File: config.mk
export PLATFORM = sky130hd
export DESIGN_NAME = sd2bcd_conv
export DESIGN_NICKNAME = d
export VERILOG_FILES = /design/src/rtl/sd2bcd_pkg.sv /design/src/rtl/sd2bcd_gp.sv /design/src/rtl/sd2bcd_prefix.sv /design/src/rtl/sd2bcd_fix.sv /design/src/rtl/sd2bcd_conv.sv
export SDC_FILE = /design/constraint.sdc
export NUM_CORES = 1
export LEC_CHECK = 0
export ABC_AREA = 0
export BUFFER_PORTS_ARGS = -buffer_cell sky130_fd_sc_hd__buf_2
export CAP_MARGIN = 15
export CELL_PAD_IN_SITES_DETAIL_PLACEMENT = 1
export CELL_PAD_IN_SITES_GLOBAL_PLACEMENT = 1
export CORE_UTILIZATION = 31
export DETAILED_ROUTE_END_ITERATION = 8
export GPL_ROUTABILITY_DRIVEN = 0
export PLACE_DENSITY = 0.93
export SLEW_MARGIN = 10
export SYNTH_ARGS = -nofsm -noshare
export SYNTH_HDL_FRONTEND = slang
export SYNTH_SLANG_ARGS = --single-unit
File: constraint.sdc
create_clock -name vclk -period 2.54
set_input_delay 0.508 -clock vclk [all_inputs]
set_output_delay 0.508 -clock vclk [all_outputs]
set_load 0.02 [all_outputs]
File: src/rtl/sd2bcd_pkg.sv
package sd2bcd_pkg;
  localparam int unsigned DIGITS_DEF = 8;
  localparam int unsigned SD_W_DEF   = 5;
  localparam int unsigned BCD_W_DEF  = 4;
endpackage

File: src/rtl/sd2bcd_gp.sv
module sd2bcd_gp #(
  parameter int unsigned SD_W = sd2bcd_pkg::SD_W_DEF
) (
  input  logic [SD_W-1:0] sd_i,
  output logic            gen_o,
  output logic            prop_o
);
  assign gen_o  = sd_i[SD_W-1];
  assign prop_o = ~|sd_i;
endmodule

File: src/rtl/sd2bcd_prefix.sv
module sd2bcd_prefix #(
  parameter int unsigned N = sd2bcd_pkg::DIGITS_DEF
) (
  input  logic [N-1:0] gen_i,
  input  logic [N-1:0] prop_i,
  output logic [N-1:0] bin_o,
  output logic         bout_o
);
  localparam int unsigned LEVELS = $clog2(N);

  logic [N-1:0] gl [LEVELS+1];
  logic [N-1:0] pl [LEVELS];

  assign gl[0] = gen_i;
  assign pl[0] = prop_i;

  for (genvar lv = 0; lv < LEVELS; lv++) begin : g_lvl
    localparam int unsigned DIST = 1 << lv;
    for (genvar i = 0; i < N; i++) begin : g_node
      if (i >= DIST) begin : g_comb
        assign gl[lv+1][i] = gl[lv][i] | (pl[lv][i] & gl[lv][i-DIST]);
        if (lv + 1 < LEVELS) begin : g_p
          assign pl[lv+1][i] = pl[lv][i] & pl[lv][i-DIST];
        end
      end else begin : g_pass
        assign gl[lv+1][i] = gl[lv][i];
        if (lv + 1 < LEVELS) begin : g_p
          assign pl[lv+1][i] = pl[lv][i];
        end
      end
    end
  end

  // borrow into digit 0 is zero
  assign bin_o  = {gl[LEVELS][N-2:0], 1'b0};
  assign bout_o = gl[LEVELS][N-1];
endmodule

File: src/rtl/sd2bcd_fix.sv
module sd2bcd_fix #(
  parameter int unsigned SD_W  = sd2bcd_pkg::SD_W_DEF,
  parameter int unsigned BCD_W = sd2bcd_pkg::BCD_W_DEF
) (
  input  logic [SD_W-1:0]  sd_i,
  input  logic             bin_i,
  output logic [BCD_W-1:0] bcd_o
);
  logic [BCD_W-1:0] low, dec1, add9, add10;
  logic             is_neg, is_zero;

  // candidates computed in parallel, modulo 2^BCD_W
  assign low     = sd_i[BCD_W-1:0];
  assign dec1    = low - BCD_W'(1);
  assign add9    = low + BCD_W'(9);
  assign add10   = low + BCD_W'(10);
  assign is_neg  = sd_i[SD_W-1];
  assign is_zero = ~|sd_i;

  always_comb begin
    if (bin_i) begin
      bcd_o = (is_neg || is_zero) ? add9 : dec1;
    end else begin
      bcd_o = is_neg ? add10 : low;
    end
  end
endmodule

File: src/rtl/sd2bcd_conv.sv
module sd2bcd_conv #(
  parameter int unsigned DIGITS = sd2bcd_pkg::DIGITS_DEF,
  parameter int unsigned SD_W   = sd2bcd_pkg::SD_W_DEF,
  parameter int unsigned BCD_W  = sd2bcd_pkg::BCD_W_DEF
) (
  input  logic [DIGITS*SD_W-1:0]  sd_i,
  output logic [DIGITS*BCD_W-1:0] bcd_o,
  output logic                    neg_o
);
  logic [DIGITS-1:0] gen, prop, bin;

  for (genvar k = 0; k < DIGITS; k++) begin : g_dig
    sd2bcd_gp #(.SD_W(SD_W)) u_gp (
      .sd_i   (sd_i[k*SD_W +: SD_W]),
      .gen_o  (gen[k]),
      .prop_o (prop[k])
    );
    sd2bcd_fix #(.SD_W(SD_W), .BCD_W(BCD_W)) u_fix (
      .sd_i  (sd_i[k*SD_W +: SD_W]),
      .bin_i (bin[k]),
      .bcd_o (bcd_o[k*BCD_W +: BCD_W])
    );
  end

  sd2bcd_prefix #(.N(DIGITS)) u_prefix (
    .gen_i  (gen),
    .prop_i (prop),
    .bin_o  (bin),
    .bout_o (neg_o)
  );
endmodule

# After elaboration in Yosys (flattened, before gate mapping)

Index checks and enable logic that the tools add are counted.

$add $sub $neg: 22
Reductions and logical operators: 21
Bitwise logic cells: 44
Muxes and demuxes: 22

Operator list:

| kind                  | number |
|---|---|
| $mux W4               | 22 |
| $add A4 B4 Y4 const B | 15 |
| $reduce_or A5 Y1      | 7 |
| $sub A4 B1 Y4 const B | 7 |
| $and A1 B1 Y1         | 27 |
| $or A1 B1 Y1          | 17 |
| $logic_not A1 Y1      | 7 |
| $logic_or A1 B1 Y1    | 7 |

Output and inout bits: 33
Flip-flop bits (word level): 0
Bits of input ports: 40
Word-level logic and storage cells: 109

# Logic depth before layout (Yosys ltp)

Depth in word-level cells: 8
Gate-level depth with buffers: 10
Mapped depth without buffers: 10

# Cells and area by module

A second synthesis with hierarchy kept.

Cells, all modules: 271
Area, all modules: 1815.5 sq um

Modules (own cells, without submodules):

| module        | instances | area each (sq um) | cells each | sequential area each (sq um) |
|---|---|---|---|---|
| sd2bcd_fix    | 8         | 193.9             | 29         | 0.0 |
| sd2bcd_gp     | 8         | 18.8              | 3          | 0.0 |
| sd2bcd_prefix | 1         | 113.9             | 15         | 0.0 |

# Worst setup path after synthesis

Ideal clock, no wire load.

Path kind: input -> output
Start point: input sd_i[26]
End point: output bcd_o[23]
Required time: 2.032 ns
Stages on the path: 8
Path slack: -0.174 ns
Buffers on the path: 0
Arrival: 2.206 ns
Cells stage by stage: nor4_1 or2_2 inv_1 ha_1 a21o_1 a21oi_1 mux2i_1 xnor2_1

Longest elaborated chain between the ends: 5
Elaborated cells on any way between the ends: 9
Those cells by class: add/sub (3); mux (3); reduce/logical (3)

Ends and longest elaborated chain:

| element                                                               | RTL line         | RTL |
|---|---|---|
| start: declaration                                                    | sd2bcd_conv.sv:6 | `input logic [DIGITS*SD_W-1:0] sd_i,` |
| parallel branches: the longest is 4 deep, another holds $add A4 B4 Y4 | --               |  |
| $mux W4 *                                                             | sd2bcd_fix.sv:21 | `if (bin_i) begin` |
| end: declaration                                                      | sd2bcd_conv.sv:7 | `output logic [DIGITS*BCD_W-1:0] bcd_o,` |

Mark *: on every way between the ends.

# Worst setup path in the final report

Start point: input sd_i[10]
End point: output bcd_o[11]

Same word-level chain as after synthesis.

==> insert_results.sql <==
INSERT INTO impl_metrics (metric_group, metric, value, unit) VALUES
('run_status', 'status', 'finished with violations', ''),
('run_status', 'violations', 'DRC, setup timing', ''),
('grt', 'track_usage', '0.279', ''),
('placed_design', 'place_hpwl', '4.70', 'mm'),
('floorplanning', 'i_o_pin_cnt', '73', ''),
('finish', 'finalNetCount', '393', ''),
('grt', 'number_of_global_route_vias_before_repair', '2284', ''),
('detailed_routing', 'drcViolationCount', '16', ''),
('finish', 'insertedDiodeCount', '0', ''),
('critical_path', 'worst_ep_arrival_time', '2.35', 'ns'),
('finish', 'layout.filler_cells', '479', ''),
('power', 'share_comb_of_total_power', '1.000', ''),
('logic_synthesis', 'synth_warnings', '0', ''),
('logic_synthesis', 'synth-simple-area-share', '0.182', ''),
('worst_hold_path', 'holdCritPathClass', 'input port to primary output', ''),
('detailed_routing', 'avgRoutedWirePerCell', '24.2', 'um'),
('floorplanning', 'core-area', '4440', 'um2'),
('grt', 'grt_pass1_wl', '11.0', 'mm'),
('critical_path', 'required_time_at_the_endpoint_of_the_critical_path', '2.03', 'ns'),
('logic_synthesis', 'netlist.top_cell.by_area', 'sky130_fd_sc_hd__ha_1', ''),
('logic_synthesis', 'synthesis.area', '1470', 'um2'),
('run', 'max-cap-violations', '0', ''),
('critical_path', 'endpoint_kind', 'primary output', ''),
('finish', 'clock_buffer_count', '0', ''),
('power', 'seq_power_share', '0', ''),
('logic_synthesis', 'synth_top_cells_by_area', 'sky130_fd_sc_hd__ha_1, sky130_fd_sc_hd__xnor2_1, sky130_fd_sc_hd__mux2i_1, sky130_fd_sc_hd__fa_1, sky130_fd_sc_hd__inv_1', ''),
('timing', 'max_freq', '0.351', 'GHz'),
('detailed_routing', 'totalWireLength', '9.04', 'mm'),
('placed_design', 'dp_worst_setup_slack', '-0.352', 'ns'),
('detailed_routing', 'num_vias', '2129', ''),
('timing', 'slew_viol_final', '0', ''),
('finish', 'most_common_cell_after_layout_fill_and_taps_aside', 'sky130_fd_sc_hd__buf_4', ''),
('power', 'ir_drop', '0.137', 'mV'),
('detailed_routing', 'drt-vias-per-instance', '5.69', ''),
('placed_design', 'numPortBuffers', '71', ''),
('finish', 'register_area', '0', 'um2'),
('power', 'powerDensity', '266', 'nW/um2'),
('detailed_routing', 'detail-route-antenna-nets', '0', ''),
('finish', 'fin_util', '0.704', ''),
('detailed_routing', 'drt_pass1_iterations', '6', ''),
('power', 'p_clk_frac', '0', ''),
('critical_path', 'worst_setup_path_start_kind', 'input port', ''),
('detailed_routing', 'drtIter0Drc', '85', ''),
('power', 'power.internal', '0.398', 'mW'),
('critical_path', 'critical_path_peak_fanout', '3', ''),
('finish', 'flow.area_growth_from_synthesis', '113', '%'),
('grt', 'globalRouteOverflowTotal', '0', ''),
('timing', 'worst_hold_slack', '1.02', 'ns'),
('timing', 'layout_setup_ws', '-0.313', 'ns'),
('logic_synthesis', 'compound_gate_portion_of_the_synthesized_area', '0.163', ''),
('finish', 'nFlopsAndLatches', '0', ''),
('floorplanning', 'die_h', '70.9', 'um'),
('timing', 'period_needed', '2.85', 'ns'),
('power', 'net-switching-power', '0.434', 'mW'),
('finish', 'mostFrequentLayoutCells', 'sky130_fd_sc_hd__buf_4, sky130_fd_sc_hd__buf_6, sky130_fd_sc_hd__buf_2', ''),
('logic_synthesis', 'yosys-mux-area-fraction', '0.123', ''),
('logic_synthesis', 'syn_area_per_cell', '7.82', 'um2'),
('grt', 'grt_antenna_before_repair', '0', ''),
('timing', 'timing.final.setup_violations', '15', ''),
('floorplanning', 'die_x', '70.9', 'um'),
('clock_tree', 'holdBufCountCts', '0', ''),
('logic_synthesis', 'synth_fa_ha_area_frac', '0.283', ''),
('logic_synthesis', 'largest_family_of_logic_cells_by_synthesized_area', 'adder cells', ''),
('timing', 'final_min_period_over_clock_period', '1.12', ''),
('logic_synthesis', 'synth-xor-area-share', '0.167', ''),
('logic_synthesis', 'seq_area_frac_synth', '0', ''),
('logic_synthesis', 'synth.distinct_cells', '36', ''),
('grt', 'maximum_number_of_pins_on_one_net_before_global_route_repair', '12', ''),
('logic_synthesis', 'syn-num-nets', '257', ''),
('timing', 'setup_repair_after_global_routing_missed_its_margin', 'yes', ''),
('critical_path', 'timing.setup.critical_path_class', 'input port to primary output', '');
power by group through the flow:
stage                     Clock (mW)  Combinational (mW)  Sequential [mW]
after floorplan                    0               0.331                0
after global placement             0               0.549                0
after detailed placement           0               0.583                0
after CTS                          0               0.678                0
after global routing               0               0.866                0
final                              0               0.831                0
routing by layer:
metal	vias up	wire, um	global-route usage
li1	919	-	-
met1	1041	2870	0.253
met2	118	5050	0.619
met3	51	422	0.0242
met4	0	700	0.0978
met5	-	0	0
metrics by stage:
| step | setup TNS [ns] | cells | instance area (um2) |
|---|---|---|---|
| CTS | -1.07 | 372 | 2810 |
| global placement | -1.64 | 366 | 2390 |
| floorplan | -0.0728 | 188 | 1540 |
| global route | -2.82 | 374 | 3130 |
| finish | -1.78 | 374 | 3130 |
| detailed placement | -5.38 | 366 | 2390 |
layout make-up:
cell class                 count  area (um2)  area share
multi-input combinational    157        1820       0.582
timing repair buffer         139        1130       0.362
inverter                      26         110      0.0352
tap                           52        65.1      0.0208
synthesized netlist by cell type (2+ instances only):
| cell type | instances |
|---|---|
| sky130_fd_sc_hd__a21o_1 | 7 |
| sky130_fd_sc_hd__nand3_1 | 2 |
| sky130_fd_sc_hd__a21oi_1 | 16 |
| sky130_fd_sc_hd__nor2_1 | 8 |
| sky130_fd_sc_hd__or3_1 | 2 |
| sky130_fd_sc_hd__buf_1 | 2 |
| sky130_fd_sc_hd__ha_1 | 22 |
| sky130_fd_sc_hd__nand2_1 | 8 |
| sky130_fd_sc_hd__or2_2 | 5 |
| sky130_fd_sc_hd__fa_1 | 7 |
| sky130_fd_sc_hd__clkbuf_1 | 2 |
| sky130_fd_sc_hd__inv_1 | 26 |
| sky130_fd_sc_hd__xor2_1 | 6 |
| sky130_fd_sc_hd__nor2b_1 | 6 |
| sky130_fd_sc_hd__nor4_1 | 4 |
| sky130_fd_sc_hd__nor3_1 | 2 |
| sky130_fd_sc_hd__xnor2_1 | 22 |
| sky130_fd_sc_hd__o21ai_0 | 6 |
| sky130_fd_sc_hd__mux2i_1 | 17 |
| sky130_fd_sc_hd__nor4_2 | 2 |
kinds of logic after synthesis:
group,after synthesis
adders and majority gates,29
AOI/OAI and AO/OA,38
xor gates and xnor gates,28
and+or+nand+nor,44
buffers and inverters,31
muxes,18
worst paths after layout:
| kind | start | to | slack (ns) | depth (start not counted) |
|---|---|---|---|---|
| worst min-delay path | sd_i[0] | bcd_o[0] | 1.02 | 0 |
| worst max-delay path | sd_i[10] | bcd_o[11] | -0.31 | 10 |
repair_timing:
action                     CTS  global route
pin swaps                   41            37
setup endpoints to repair   24            24
gates resized for setup     86            76
setup buffers                9             9
hold endpoints to repair     0             0
worst max-delay path, cell delays in order:
cell	delay, ns
sky130_fd_sc_hd__buf_8	0.10
sky130_fd_sc_hd__nor4_4	0.28
sky130_fd_sc_hd__or2_4	0.18
sky130_fd_sc_hd__inv_4	0.05
sky130_fd_sc_hd__ha_1	0.29
sky130_fd_sc_hd__a21o_1	0.19
sky130_fd_sc_hd__a211oi_2	0.31
sky130_fd_sc_hd__a31oi_2	0.09
sky130_fd_sc_hd__xnor2_2	0.17
sky130_fd_sc_hd__buf_4	0.17
Note: power is estimated with default switching activity, not from simulation.
